--- src/rtl/sft_pkg.sv ---
package sft_pkg;
    localparam int MIN_LEN = 5;

    typedef enum logic [1:0] {
        ST_IDLE  = 2'd0,
        ST_ARMED = 2'd1,
        ST_SEND  = 2'd2
    } tx_state_e;
endpackage

--- src/rtl/sft_step_gen.sv ---
module sft_step_gen (
    input  logic clk,
    input  logic rst_n,
    input  logic sync_mode,
    input  logic pol,
    input  logic baud_tick,
    input  logic sclk,
    output logic step
);
    typedef struct packed {
        logic sclk;
    } regs_t;

    regs_t r_d, r_q;
    logic  rise, fall;

    always_comb begin
        r_d      = r_q;
        r_d.sclk = sclk;
        rise     = sclk && !r_q.sclk;
        fall     = !sclk && r_q.sclk;
        if (sync_mode) begin
            step = pol ? fall : rise;
        end else begin
            step = baud_tick;
        end
    end

    always_ff @(posedge clk or negedge rst_n) begin
        if (!rst_n) begin
            r_q <= '0;
        end else begin
            r_q <= r_d;
        end
    end

    // in synchronous mode a step needs a change of the external clock
    a_r8_step_on_edge: assert property (@(posedge clk) disable iff (!rst_n)
        (sync_mode && step) |-> (sclk != r_q.sclk));
endmodule

--- src/rtl/sft_frame_build.sv ---
module sft_frame_build #(
    parameter int MAX_LEN = 9,
    parameter int FW      = MAX_LEN + 4,
    parameter int CW      = $clog2(FW + 1)
) (
    input  logic [MAX_LEN-1:0] data,
    input  logic [2:0]         len_sel,
    input  logic [1:0]         par_mode,
    input  logic               two_stop,
    output logic [FW-1:0]      frame,
    output logic [CW-1:0]      nbits
);
    int   len;
    logic par;

    always_comb begin
        len = sft_pkg::MIN_LEN + int'(len_sel);
        if (len > MAX_LEN) begin
            len = MAX_LEN;
        end
        frame    = '1;
        frame[0] = 1'b0;
        par      = 1'b0;
        for (int i = 0; i < MAX_LEN; i++) begin
            if (i < len) begin
                frame[1+i] = data[i];
                par        = par ^ data[i];
            end
        end
        if (par_mode[1]) begin
            frame[1+len] = par ^ par_mode[0];
        end
        nbits = CW'(1 + len + (par_mode[1] ? 1 : 0) + (two_stop ? 2 : 1));
    end
endmodule

--- src/rtl/serial_frame_tx.sv ---
module serial_frame_tx #(
    parameter int MAX_LEN = 9
) (
    input  logic               clk,
    input  logic               rst_n,
    input  logic               in_valid,
    output logic               in_ready,
    input  logic [MAX_LEN-1:0] in_data,
    input  logic [2:0]         cfg_len_sel,
    input  logic [1:0]         cfg_parity,
    input  logic               cfg_two_stop,
    input  logic               cfg_sync,
    input  logic               cfg_pol,
    input  logic               baud_tick,
    input  logic               sclk,
    output logic               tx_line,
    output logic               busy
);
    import sft_pkg::*;

    localparam int FW = MAX_LEN + 4;
    localparam int CW = $clog2(FW + 1);

    typedef struct packed {
        tx_state_e     st;
        logic [FW-1:0] sh;
        logic [CW-1:0] cnt;
        logic          tx;
    } regs_t;

    regs_t         r_d, r_q;
    logic          step;
    logic [FW-1:0] new_frame;
    logic [CW-1:0] new_nbits;
    logic          accept;
    logic          last_bit;

    sft_step_gen u_step (
        .clk       (clk),
        .rst_n     (rst_n),
        .sync_mode (cfg_sync),
        .pol       (cfg_pol),
        .baud_tick (baud_tick),
        .sclk      (sclk),
        .step      (step)
    );

    sft_frame_build #(
        .MAX_LEN (MAX_LEN),
        .FW      (FW),
        .CW      (CW)
    ) u_build (
        .data     (in_data),
        .len_sel  (cfg_len_sel),
        .par_mode (cfg_parity),
        .two_stop (cfg_two_stop),
        .frame    (new_frame),
        .nbits    (new_nbits)
    );

    always_comb begin
        r_d      = r_q;
        last_bit = (r_q.st == ST_SEND) && (r_q.cnt == CW'(1));
        in_ready = (r_q.st == ST_IDLE) || last_bit;
        accept   = in_valid && in_ready;
        unique case (r_q.st)
            ST_IDLE: begin
                if (accept) begin
                    r_d.st  = ST_ARMED;
                    r_d.sh  = new_frame;
                    r_d.cnt = new_nbits;
                end
            end
            ST_ARMED: begin
                if (step) begin
                    r_d.st = ST_SEND;
                end
            end
            ST_SEND: begin
                if (step) begin
                    if (last_bit) begin
                        if (accept) begin
                            r_d.sh  = new_frame;
                            r_d.cnt = new_nbits;
                        end else begin
                            r_d.st = ST_IDLE;
                        end
                    end else begin
                        r_d.sh  = {1'b1, r_q.sh[FW-1:1]};
                        r_d.cnt = r_q.cnt - CW'(1);
                    end
                end else if (accept) begin
                    r_d.st  = ST_ARMED;
                    r_d.sh  = new_frame;
                    r_d.cnt = new_nbits;
                end
            end
            default: begin
                r_d.st = ST_IDLE;
            end
        endcase
        r_d.tx = (r_d.st == ST_SEND) ? r_d.sh[0] : 1'b1;
    end

    always_ff @(posedge clk or negedge rst_n) begin
        if (!rst_n) begin
            r_q.st  <= ST_IDLE;
            r_q.sh  <= '1;
            r_q.cnt <= '0;
            r_q.tx  <= 1'b1;
        end else begin
            r_q <= r_d;
        end
    end

    assign tx_line = r_q.tx;
    assign busy    = (r_q.st != ST_IDLE);

    // the step that leaves the waiting state puts the start bit on the line
    a_r1_start_low: assert property (@(posedge clk) disable iff (!rst_n)
        (r_q.st == ST_ARMED && step) |=> !tx_line);

    // the final bit of every frame is a high stop bit
    a_r4_last_high: assert property (@(posedge clk) disable iff (!rst_n)
        last_bit |-> tx_line);

    // an idle block holds the line high
    a_r5_idle_high: assert property (@(posedge clk) disable iff (!rst_n)
        !busy |-> tx_line);

    // the line only moves in the cycle after a bit step
    a_r7_hold_between_steps: assert property (@(posedge clk) disable iff (!rst_n)
        !step |=> $stable(tx_line));

    // readiness while busy happens only on a high stop bit
    a_r10_ready_in_stop: assert property (@(posedge clk) disable iff (!rst_n)
        (in_ready && busy) |-> tx_line);

    // an accepted character makes the block busy in the next cycle
    a_r10_busy_after_accept: assert property (@(posedge clk) disable iff (!rst_n)
        (in_valid && in_ready) |=> busy);
endmodule

--- config.mk ---
export PLATFORM = sky130hd
export DESIGN_NAME = serial_frame_tx
export DESIGN_NICKNAME = d
export VERILOG_FILES = /design/src/rtl/sft_pkg.sv /design/src/rtl/sft_step_gen.sv /design/src/rtl/sft_frame_build.sv /design/src/rtl/serial_frame_tx.sv
export SDC_FILE = /design/constraint.sdc
export NUM_CORES = 1
export LEC_CHECK = 0
export BUFFER_PORTS_ARGS = -buffer_cell sky130_fd_sc_hd__buf_4
export CORE_UTILIZATION = 30
export DETAILED_ROUTE_END_ITERATION = 10
export HOLD_SLACK_MARGIN = 0.02
export MAX_ROUTING_LAYER = met4
export SYNTH_ARGS = -nofsm -noshare
export SYNTH_HDL_FRONTEND = slang
export SYNTH_SLANG_ARGS = --single-unit
--- constraint.sdc ---
create_clock -name clk -period 2 [get_ports clk]
set_input_delay 0.1 -clock clk [delete_from_list [all_inputs] [get_ports clk]]
set_output_delay 0.1 -clock clk [all_outputs]
set_load 0.01 [all_outputs]
==> results.py, run 1 <==
metrics = {
    "cells_and_area": {
        "fin_nets": 393,
        "finalCoreUtilization": 0.4971,
        "seq_area_sq_um": 543.0,
        "n_fill_cell": 608,
        "drive_above_1_share": 0.4762,
        "multi_input_area_sq_um": 1714,
        "syn2layout_area_growth_pct": 57.13,
        "diodes": 0,
    },
    "timing": {
        "finalWorstSetupSlack_ns": -0.2508,
        "setup_violations": 16,
        "rsz0062_at_grt": "yes",
        "worst_pin_slew_ns": 0.4108,
        "clock.fmax_ghz": 0.4443,
        "finalCritPeriodShare": 1.125,
        "drv_slew": 0,
        "period_minus_slack_ns": 2.251,
        "worst_clock_skew_ns": 0.001425,
        "relSlewSlack": 0.7262,
        "hold_viol": 0,
    },
    "grt": {
        "grt_use_total": 0.1875,
        "antenna_found_initial": 0,
        "grt_max_degree": 22,
        "grt_overflow_total": 0,
        "grt_pass1_vias": 2241,
        "grt_pass1_wl_microns": 10560,
    },
    "run_status": {
        "status": "finished, violations left",
        "violations": "design-rule violations, negative setup slack",
    },
    "drt": {
        "drc": 3,
        "vias_per_cell": 5.353,
        "first_iter_violations": 121,
        "post_drt_wl_per_cell_microns": 14.89,
        "dr.pass1.iters": 7,
        "ant_nets": 0,
        "totalWireLength_microns": 6463,
        "vias": 2323,
    },
    "cts": {
        "numClockSinks": 21,
        "cts-htree-levels": 1,
        "ctsLongestPathBuffers": 2,
        "cts_tree": "done",
        "cts_inserted_buffers": 3,
        "cts_root_buf": "clkbuf_8",
        "clock_latency_ns": 0.27,
        "cts.clk_slew.worst_paths_ns": 0.08,
    },
    "yosys": {
        "synth_cells": 266,
        "syn-mean-instance-area_sq_um": 7.681,
        "synth.distinct_cells": 59,
        "yosys.area.top_type": "dfstp_2",
        "synth_area_leaders": "dfstp_2 (18%), dfrtp_1 (8.6%), nand2_1 (7.3%)",
        "synth_edf_count": 0,
        "yosys_warnings": 0,
        "synth_flop_cell": "dfstp_2",
        "ys_async_sr_fraction": 1.000,
        "netlist_area_sq_um": 2043,
        "ys_ff_latch": 21,
        "synth_nets": 301,
        "seq_area_frac_synth": 0.2658,
        "yosys.area.top_type_share": 0.1800,
    },
    "critical_path": {
        "worstSetupPathType": "in -> reg",
        "start_kind": "input port",
        "cpPeakStageDelay_ns": 0.31,
        "critical_path_required_ns": 2.18,
        "endpoint_kind": "register",
        "critPathMaxFanout": 5,
        "cp_top_family": "compound AO/OA/AOI/OAI gates",
        "crit_path_top_delay_cell": "o31a_1",
        "cp.arrival_ns": 2.43,
        "crit_buf_inv": 3,
        "crit_chain": "buf_8, ha_4, inv_4, and3_4, o31a_1, inv_2, ha_4, nand2b_4, a31oi_1, o21ai_1, xor2_1, xnor2_2, xnor2_2, mux2i_1, a221oi_1",
    },
    "die": {
        "pin_count": 25,
        "die_h_microns": 84.53,
        "core-area_sq_um": 6459,
        "placementRows": 29,
        "dieArea_sq_um": 7144,
        "initial_core_util": 0.3164,
        "dieWidth_microns": 84.53,
    },
    "power_and_ir_drop": {
        "combPwrFrac": 0.663,
        "ir_drop_v": 0.0003906,
        "intPower_w": 0.002038,
        "power.switching_w": 0.001495,
        "power_w": 0.003533,
        "p_sw_frac": 0.4231,
        "clockPowerShare": 0.083,
        "p_leak_nw": 1.370,
        "powerDensity_nw_per_um2": 1100,
        "seqPwrFrac": 0.254,
    },
    "job": {
        "drv_cap": 0,
    },
    "placed_design": {
        "place_hpwl_microns": 4879,
        "io_buffers": 24,
        "pre_cts_slack_ns": -0.7575,
        "gp_congestion": 0.8444,
    },
    "hold_path": {
        "hold_path.class": "in -> reg",
    },
}
sequential cells by signal, summed over array words and instances, names as in the netlist:
register / cells
r_q: 19
u_step.r_q: 1
tx_line: 1
power groups by stage:
stage	Sequential, W	Combinational (W)	Clock, W
global placement	0.000885	0.00193	0
floorplan	0.000869	0.00116	0
CTS	0.000886	0.00214	0.000302
detailed placement	0.000888	0.00195	0
global route	0.000929	0.00256	0.000322
finish	0.000897	0.00234	0.000295
repair_timing:
item | 4_1_cts | 5_1_grt
setup buffers | 4 | 5
hold buffers | 2 | 0
setup endpoints to repair | 19 | 19
gates resized for setup | 36 | 27
hold endpoints to repair | 22 | 0
pin swaps | 25 | 19
placed cells by master, fill, tap and decap left out, drive strengths merged, types with 3 or more instances in the layout:
master	n
buf	95
nand2	41
nor2	31
o21ai	23
dfstp	14
a21oi	14
inv	12
ha	11
a31oi	9
o22ai	8
dfrtp	7
nor3	6
xnor2	6
a22o	5
nand3	5
nand2b	5
nor2b	4
a211oi	4
a221oi	4
clkbuf	4
nand3b	3
and3	3
o31ai	3
a22oi	3
nor4	3
area by class of cell:
cell class	instances	share of cell area
Inverter	12	0.01637
Tap cell	77	0.03001
Sequential cell	21	0.1691
Clock buffer	4	0.01403
Multi-Input combinational cell	223	0.5339
Timing Repair Buffer	97	0.2366
worst paths after layout:
| path | cells after the start | slack, ns | to | startpoint |
|---|---|---|---|---|
| worst max-delay path | 15 | -0.25 | r_q[7] | cfg_len_sel[0] |
| worst min-delay path | 2 | 0.15 | r_q[16] | cfg_parity[1] |
| min in group asynchronous | 2 | 0.26 | r_q[4] | rst_n |
| worst max register to register | 8 | -0.07 | r_q[13] | u_step.r_q |
| worst min register to register | 2 | 0.48 | r_q[14] | r_q[14] |
| max in group asynchronous | 2 | 1.46 | r_q[7] | rst_n |
stage by stage:
| stage | TNS [ns] | area [sq um] | hold WS (ns) | std cells |
|---|---|---|---|---|
| global route | -5.182 | 3211 | 0.1598 | 434 |
| finish | -3.068 | 3211 | 0.1486 | 434 |
| detailed placement | -11.14 | 2818 | 0.008194 | 420 |
| CTS | -2.344 | 3078 | 0.1394 | 430 |
| floorplan | -6.068 | 2132 | -0.1956 | 266 |
| global placement | -10.24 | 2818 | 0.002751 | 420 |
cell usage after synthesis (4+ instances only):
library cell,number
a21oi_1,13
nand3_1,5
xnor2_1,6
nor3_1,6
buf_2,5
inv_1,12
dfrtp_1,7
a221oi_1,4
o22ai_1,8
clkbuf_1,4
dfstp_2,14
nand2_1,40
a31oi_1,9
o21ai_0,22
ha_1,11
nor2_1,29
nand2b_1,5
a22o_1,5
nor2b_1,4
logic make-up (layout without fill, tap and decap cells):
kind of cell | count (synthesis) | after routing | share of synthesized area
buffers and inverters | 22 | 113 | 0.04531
AOI/OAI and AO/OA | 88 | 88 | 0.2866
muxes | 1 | 1 | 0.004899
and+or+nand+nor | 113 | 113 | 0.2762
xor gates and xnor gates | 8 | 8 | 0.03429
DFF | 21 | 21 | 0.2658
adders and majority gates | 13 | 13 | 0.08696
per-layer routing:
metal,GRT usage,share of wire,up-vias,routed length [microns]
li1,-,-,1152,-
met1,0.2382,0.45,1106,2933
met2,0.3289,0.50,63,3228
met3,0.009833,0.044,2,283
met4,0.04160,0.0029,0,19
met5,-,0,-,0
No activity file was read; power rests on OpenSTA's default activity.
==> run 2, diff against run 1 <==
Clock period 2 ns to 2.2 ns, I/O delays scaled along.
==> results.py, run 2 (synthesized netlist as in run 1, its figures left out) <==
metrics = {
    "placed_design": {
        "place_inst": 408,
        "dpl_cell_area_sq_um": 2728,
        "gp_congestion": 0.8711,
        "place_hpwl_microns": 4747,
        "io_buffers": 24,
    },
    "cts": {
        "cts_inserted_buffers": 3,
        "cts.clk_slew.worst_paths_ns": 0.08,
        "clock_latency_ns": 0.27,
        "cts-htree-levels": 1,
        "numClockSinks": 21,
        "cts_tree": "done",
        "ctsLongestPathBuffers": 2,
        "cts_root_buf": "clkbuf_8",
    },
    "critical_path": {
        "worstSetupPathType": "in -> reg",
        "crit_buf_inv": 4,
        "crit_path_top_delay_cell": "xnor2_2",
        "start_kind": "input port",
        "regToRegEndpoint": "r_q[15]",
        "cp_top_family": "XOR/XNOR gates",
        "critical_path_required_ns": 2.39,
        "cpPeakStageDelay_ns": 0.31,
        "endpoint_kind": "register",
        "timing.rr.start": "r_q[2]",
        "crit_chain": "buf_12, ha_4, inv_4, and3_4, o31a_1, inv_2, ha_4, nand2b_4, a31oi_1, o21ai_1, xor2_1, xnor2_2, xnor2_2, buf_6, nor2_4, a211oi_2",
        "r2r_cells": 9,
        "cp.arrival_ns": 2.44,
        "rrSetupSlack_ns": 0.11,
        "critPathMaxFanout": 6,
    },
    "grt": {
        "grt_max_degree": 22,
        "grt_pass1_vias": 2159,
        "antenna_found_initial": 0,
        "grt_pass1_wl_microns": 9908,
        "grt_overflow_total": 0,
        "grt_use_total": 0.1763,
    },
    "hold_path": {
        "hold_path.class": "in -> reg",
        "hp-start": "cfg_parity[1]",
        "holdPathStages": 2,
        "hold_end": "r_q[16]",
    },
    "timing": {
        "period_minus_slack_ns": 2.252,
        "finalCritPeriodShare": 1.023,
        "relSlewSlack": 0.7036,
        "worst_pin_slew_ns": 0.4429,
        "drv_slew": 0,
        "whs_ns": 0.1450,
        "finalWorstSetupSlack_ns": -0.05158,
        "worst_clock_skew_ns": 0.004809,
        "setup_violations": 10,
        "clock.fmax_ghz": 0.4441,
        "hold_viol": 0,
        "rsz0062_at_grt": "yes",
    },
    "cells_and_area": {
        "stdcell_count": 421,
        "drive_above_1_share": 0.4419,
        "final_area_sq_um": 3093,
        "final_common_cell": "buf_4",
        "layout_common_cells": "buf_4 (79), nand2_1 (40), nor2_1 (27), o21ai_0 (14), dfstp_2 (14)",
        "regMostFlops": "r_q",
        "fin_nets": 380,
        "n_fill_cell": 659,
        "syn2layout_area_growth_pct": 51.38,
        "largest_register_ffs": 19,
        "diodes": 0,
    },
    "run_status": {
        "violations": "design-rule violations, negative setup slack",
        "status": "finished, violations left",
    },
    "drt": {
        "drc": 8,
        "vias_per_cell": 5.458,
        "ant_nets": 0,
        "vias": 2298,
        "first_iter_violations": 159,
        "post_drt_wl_per_cell_microns": 14.75,
        "totalWireLength_microns": 6208,
        "dr.pass1.iters": 7,
    },
    "die": {
        "dieWidth_microns": 84.53,
        "dieArea_sq_um": 7144,
        "core-area_sq_um": 6459,
        "initial_core_util": 0.3164,
        "pin_count": 25,
        "placementRows": 29,
        "die_h_microns": 84.53,
    },
    "power_and_ir_drop": {
        "ir_drop_v": 0.0002875,
        "p_leak_nw": 1.299,
        "powerDensity_nw_per_um2": 977.8,
    },
    "job": {
        "drv_cap": 0,
    },
}
-- run 2: cell types whose count changed in the layout (fill, tap and decap cells not counted), moves of 2 or more --
cell / change
buf_4: -12
o21ai_0: +4
o21ai_1: -4
nand2_1: +3
nand2_2: -3
a21oi_1: +2
a21oi_2: -2
buf_8: -2
inv_2: -2
o31ai_2: -2
-- run 2: how the worst max path moves through the flow --
stage	startpoint	end	slack (ns)	cells after the start
4_1_cts	cfg_len_sel[0]	r_q[7]	-0.06	15
5_1_grt	cfg_len_sel[0]	r_q[15]	-0.15	16
2_1_floorplan	cfg_len_sel[0]	r_q[9]	-0.26	16
3_3_place_gp	cfg_len_sel[0]	r_q[4]	-0.55	14
6_report	cfg_len_sel[0]	r_q[9]	-0.05	16
3_5_place_dp	cfg_len_sel[0]	r_q[4]	-0.59	14
-- run 2: stage by stage --
| stage | utilization | setup WS, ns | power [W] | TNS, ns |
|---|---|---|---|---|
| final | 0.4789 | -0.05158 | 0.003024 | -0.2111 |
| after floorplan | - | -0.2561 | 0.001842 | -2.961 |
| after global routing | 0.4789 | -0.1458 | 0.003245 | -1.268 |
| after CTS | 0.4556 | -0.06027 | 0.002855 | -0.08573 |
| after detailed placement | 0.4223 | -0.5925 | 0.002480 | -7.970 |
| after global placement | 0.4223 | -0.5508 | 0.002458 | -6.810 |
-- run 2: worst register-to-register path, cell delays in order, from the launching register on --
cell and delay [ns]:
dfrtp_1 0.38, inv_1 0.08, ha_2 0.19, or3b_4 0.39, nand2_1 0.10, nand2_1 0.10, buf_4 0.20, o211ai_1 0.29
o31ai_4 0.12, a31oi_1 0.18
-- run 2: timing repair --
item | 4_1_cts | 5_1_grt
buffers inserted | 3 | 5
setup endpoints to repair | 16 | 17
resized for setup | 25 | 29
endpoints found under the hold margin | 22 | 0
pin swaps | 17 | 21
hold buffers | 2 | 0
-- run 2: power by group --
part	switching (W)	total, W	leakage [nW]	internal, W
registers	0.000150	0.000813	0.234	0.000663
logic	0.00102	0.00194	1.04	0.000923
clock network	0.000141	0.000270	0.0228	0.000130
-- run 2: per-layer routing --
metal / up-vias / part of all wire / track usage
met5: - / 0 / -
met4: 0 / 0.0089 / 0.04314
met3: 5 / 0.045 / 0.01278
met2: 64 / 0.49 / 0.3001
met1: 1102 / 0.46 / 0.2277
li1: 1127 / - / -
-- run 2: layout make-up --
type / instances / area [sq um] / area share
Multi-Input combinational cell: 223 / 1694 / 0.5477
Timing Repair Buffer: 84 / 659.4 / 0.2132
Sequential cell: 21 / 543.0 / 0.1756
Tap cell: 77 / 96.34 / 0.03115
Inverter: 12 / 55.05 / 0.01780
Clock buffer: 4 / 45.04 / 0.01456
==> run 3, diff against run 2 <==
Settings changed: PLACE_DENSITY set to 0.55, SYNTH_HIERARCHICAL set to 1.
==> results.py, run 3 <==
metrics = {
    "yosys": {
        "synth.distinct_cells": 57,
        "synth_edf_count": 0,
        "syn-mean-instance-area_sq_um": 8.250,
        "synth_nets": 311,
        "yosys.area.top_type": "dfstp_2",
        "synth_flop_cell": "dfstp_2",
        "netlist_area_sq_um": 2293,
        "ys_ff_latch": 21,
        "synth_commonest_cells": "nand2_1 (27), nor2_1 (23), a21oi_1 (19)",
        "seq_area_frac_synth": 0.2368,
        "synth_area_leaders": "dfstp_2 (16%), dfrtp_1 (7.6%), ha_1 (4.9%)",
        "yosys.area.top_type_share": 0.1604,
        "synth_most_common_cell": "nand2_1",
        "synth_cells": 278,
        "yosys_warnings": 6,
        "ys_async_sr_fraction": 1.000,
    },
    "drt": {
        "vias_per_cell": 5.212,
        "totalWireLength_microns": 6741,
        "vias": 2340,
        "drc": 0,
        "first_iter_violations": 125,
        "post_drt_wl_per_cell_microns": 15.01,
        "ant_nets": 0,
        "dr.pass1.iters": 6,
    },
    "grt": {
        "grt_pass1_wl_microns": 10780,
        "grt_overflow_total": 0,
        "antenna_found_initial": 0,
        "grt_use_total": 0.1814,
        "grt_pass1_vias": 2211,
        "grt_max_degree": 22,
    },
    "cts": {
        "cts_tree": "done",
        "cts_inserted_buffers": 3,
        "numClockSinks": 21,
        "cts_root_buf": "clkbuf_8",
        "clock_latency_ns": 0.27,
        "cts.clk_slew.worst_paths_ns": 0.09,
        "cts-htree-levels": 1,
        "ctsLongestPathBuffers": 2,
    },
    "power_and_ir_drop": {
        "seqPwrFrac": 0.248,
        "clockPowerShare": 0.086,
        "ir_drop_v": 0.0003832,
        "power_w": 0.003136,
        "intPower_w": 0.001839,
        "p_leak_nw": 1.439,
        "combPwrFrac": 0.666,
        "powerDensity_nw_per_um2": 943.7,
        "power.switching_w": 0.001297,
        "p_sw_frac": 0.4137,
    },
    "run_status": {
        "status": "finished, violations left",
        "violations": "negative setup slack",
    },
    "timing": {
        "worst_pin_slew_ns": 0.4971,
        "relSlewSlack": 0.6686,
        "hold_viol": 0,
        "finalWorstSetupSlack_ns": -0.5947,
        "drv_slew": 0,
        "setup_violations": 17,
        "clock.fmax_ghz": 0.3578,
        "whs_ns": 0.2513,
        "worst_clock_skew_ns": 0.01272,
        "rsz0062_at_grt": "yes",
        "period_minus_slack_ns": 2.795,
        "finalCritPeriodShare": 1.270,
    },
    "placed_design": {
        "gp_congestion": 0.8105,
        "place_hpwl_microns": 4926,
        "dpl_cell_area_sq_um": 3019,
        "io_buffers": 24,
        "place_inst": 433,
    },
    "critical_path": {
        "rrSetupSlack_ns": 0.16,
        "endpoint_kind": "register",
        "timing.rr.start": "r_q[2]",
        "critical_path_required_ns": 2.40,
        "crit_path_end": "r_q[10]",
        "critPathMaxFanout": 6,
        "start_kind": "input port",
        "startpoint": "cfg_len_sel[1]",
        "r2r_cells": 8,
        "cp.arrival_ns": 3.00,
        "worstSetupPathType": "in -> reg",
        "regToRegEndpoint": "r_q[10]",
    },
    "cells_and_area": {
        "largest_register_ffs": 19,
        "final_area_sq_um": 3323,
        "stdcell_count": 449,
        "fin_nets": 384,
        "regMostFlops": "r_q",
        "drive_above_1_share": 0.4657,
        "syn2layout_area_growth_pct": 44.90,
        "diodes": 0,
        "final_common_cell": "buf_4",
        "layout_common_cells": "buf_4 (80), nand2_1 (26), nor2_1 (23), a21oi_1 (14), dfstp_2 (14)",
    },
    "job": {
        "drv_cap": 0,
    },
    "die": {
        "initial_core_util": 0.3129,
        "core-area_sq_um": 7331,
        "placementRows": 31,
        "dieWidth_microns": 89.44,
        "pin_count": 25,
        "dieArea_sq_um": 7999,
        "die_h_microns": 89.44,
    },
    "hold_path": {
        "hold_path.class": "in -> async",
    },
}
-- run 3: worst min-delay path by stage --
stage               startpoint      end  cells past startpoint
finish                   rst_n   r_q[2]                      2
global route             rst_n   r_q[4]                      2
CTS                      rst_n   r_q[4]                      2
detailed placement       rst_n   r_q[4]                      1
global placement         rst_n   r_q[4]                      1
floorplan                rst_n  r_q[18]                      0
-- run 3: cell families (layout without fill, tap and decap cells) --
group           Yosys count  in the layout  share of synthesized area
flops                    21             21                     0.2368
buf+inv                  34            105                    0.07256
fa+ha+maj                11             11                    0.06656
compound gates           79             79                     0.2477
simple gates            108            108                     0.2586
xor+xnor                  6              7                    0.02946
mux                      19             19                    0.08838
-- run 3: per-layer routing --
| layer | GRT usage | part of all wire |
|---|---|---|
| met5 | - | 0 |
| met4 | 0.02453 | 0.0043 |
| met3 | 0.02585 | 0.022 |
| met2 | 0.3171 | 0.51 |
| met1 | 0.2272 | 0.47 |
-- run 3: critical path, stage by stage --
cell	delay, ns
buf_8	0.10
ha_4	0.16
inv_4	0.06
and3_4	0.17
o21a_1	0.14
ha_2	0.19
inv_2	0.05
ha_4	0.15
nand2b_4	0.14
xnor2_2	0.13
and3_1	0.18
nor3_2	0.21
xnor3_2	0.41
a31oi_4	0.23
and3b_1	0.19
mux2_4	0.15
o22ai_1	0.08
a31oi_1	0.15
-- run 3: power groups by stage --
stage / Sequential, W / Combinational (W) / Clock [W]
2_1_floorplan: 0.000761 / 0.00136 / 0
3_3_place_gp: 0.000778 / 0.00188 / 0
3_5_place_dp: 0.000779 / 0.00192 / 0
4_1_cts: 0.000776 / 0.00197 / 0.000278
5_1_grt: 0.000802 / 0.00228 / 0.000293
6_report: 0.000777 / 0.00209 / 0.000271
-- run 3: area by class of cell --
class                      instances  area [sq um]
sequential                        21         543.0
timing repair buffer              86         690.7
multi-input combinational        224          1858
tap                               99         123.9
fill                             690          4008
clock buffer                       3         41.29
clock inverter                     1         5.005
inverter                          15         61.31
-- run 3: through the flow --
stage	utilization	worst slack (ns)	setup TNS, ns
global route	0.4533	-0.7198	-9.495
global placement	0.4118	-0.7677	-10.47
finish	0.4533	-0.5947	-7.468
detailed placement	0.4118	-0.8516	-11.44
floorplan	-	-0.6639	-7.721
CTS	0.4322	-0.5409	-6.752
-- run 3: what timing repair did --
action,CTS,global route
endpoints found under the setup margin,15,17
pin swaps,6,23
gates resized for setup,9,22
gates cloned,1,0
hold buffers,2,0
buffers inserted,3,6
endpoints found under the hold margin,22,0
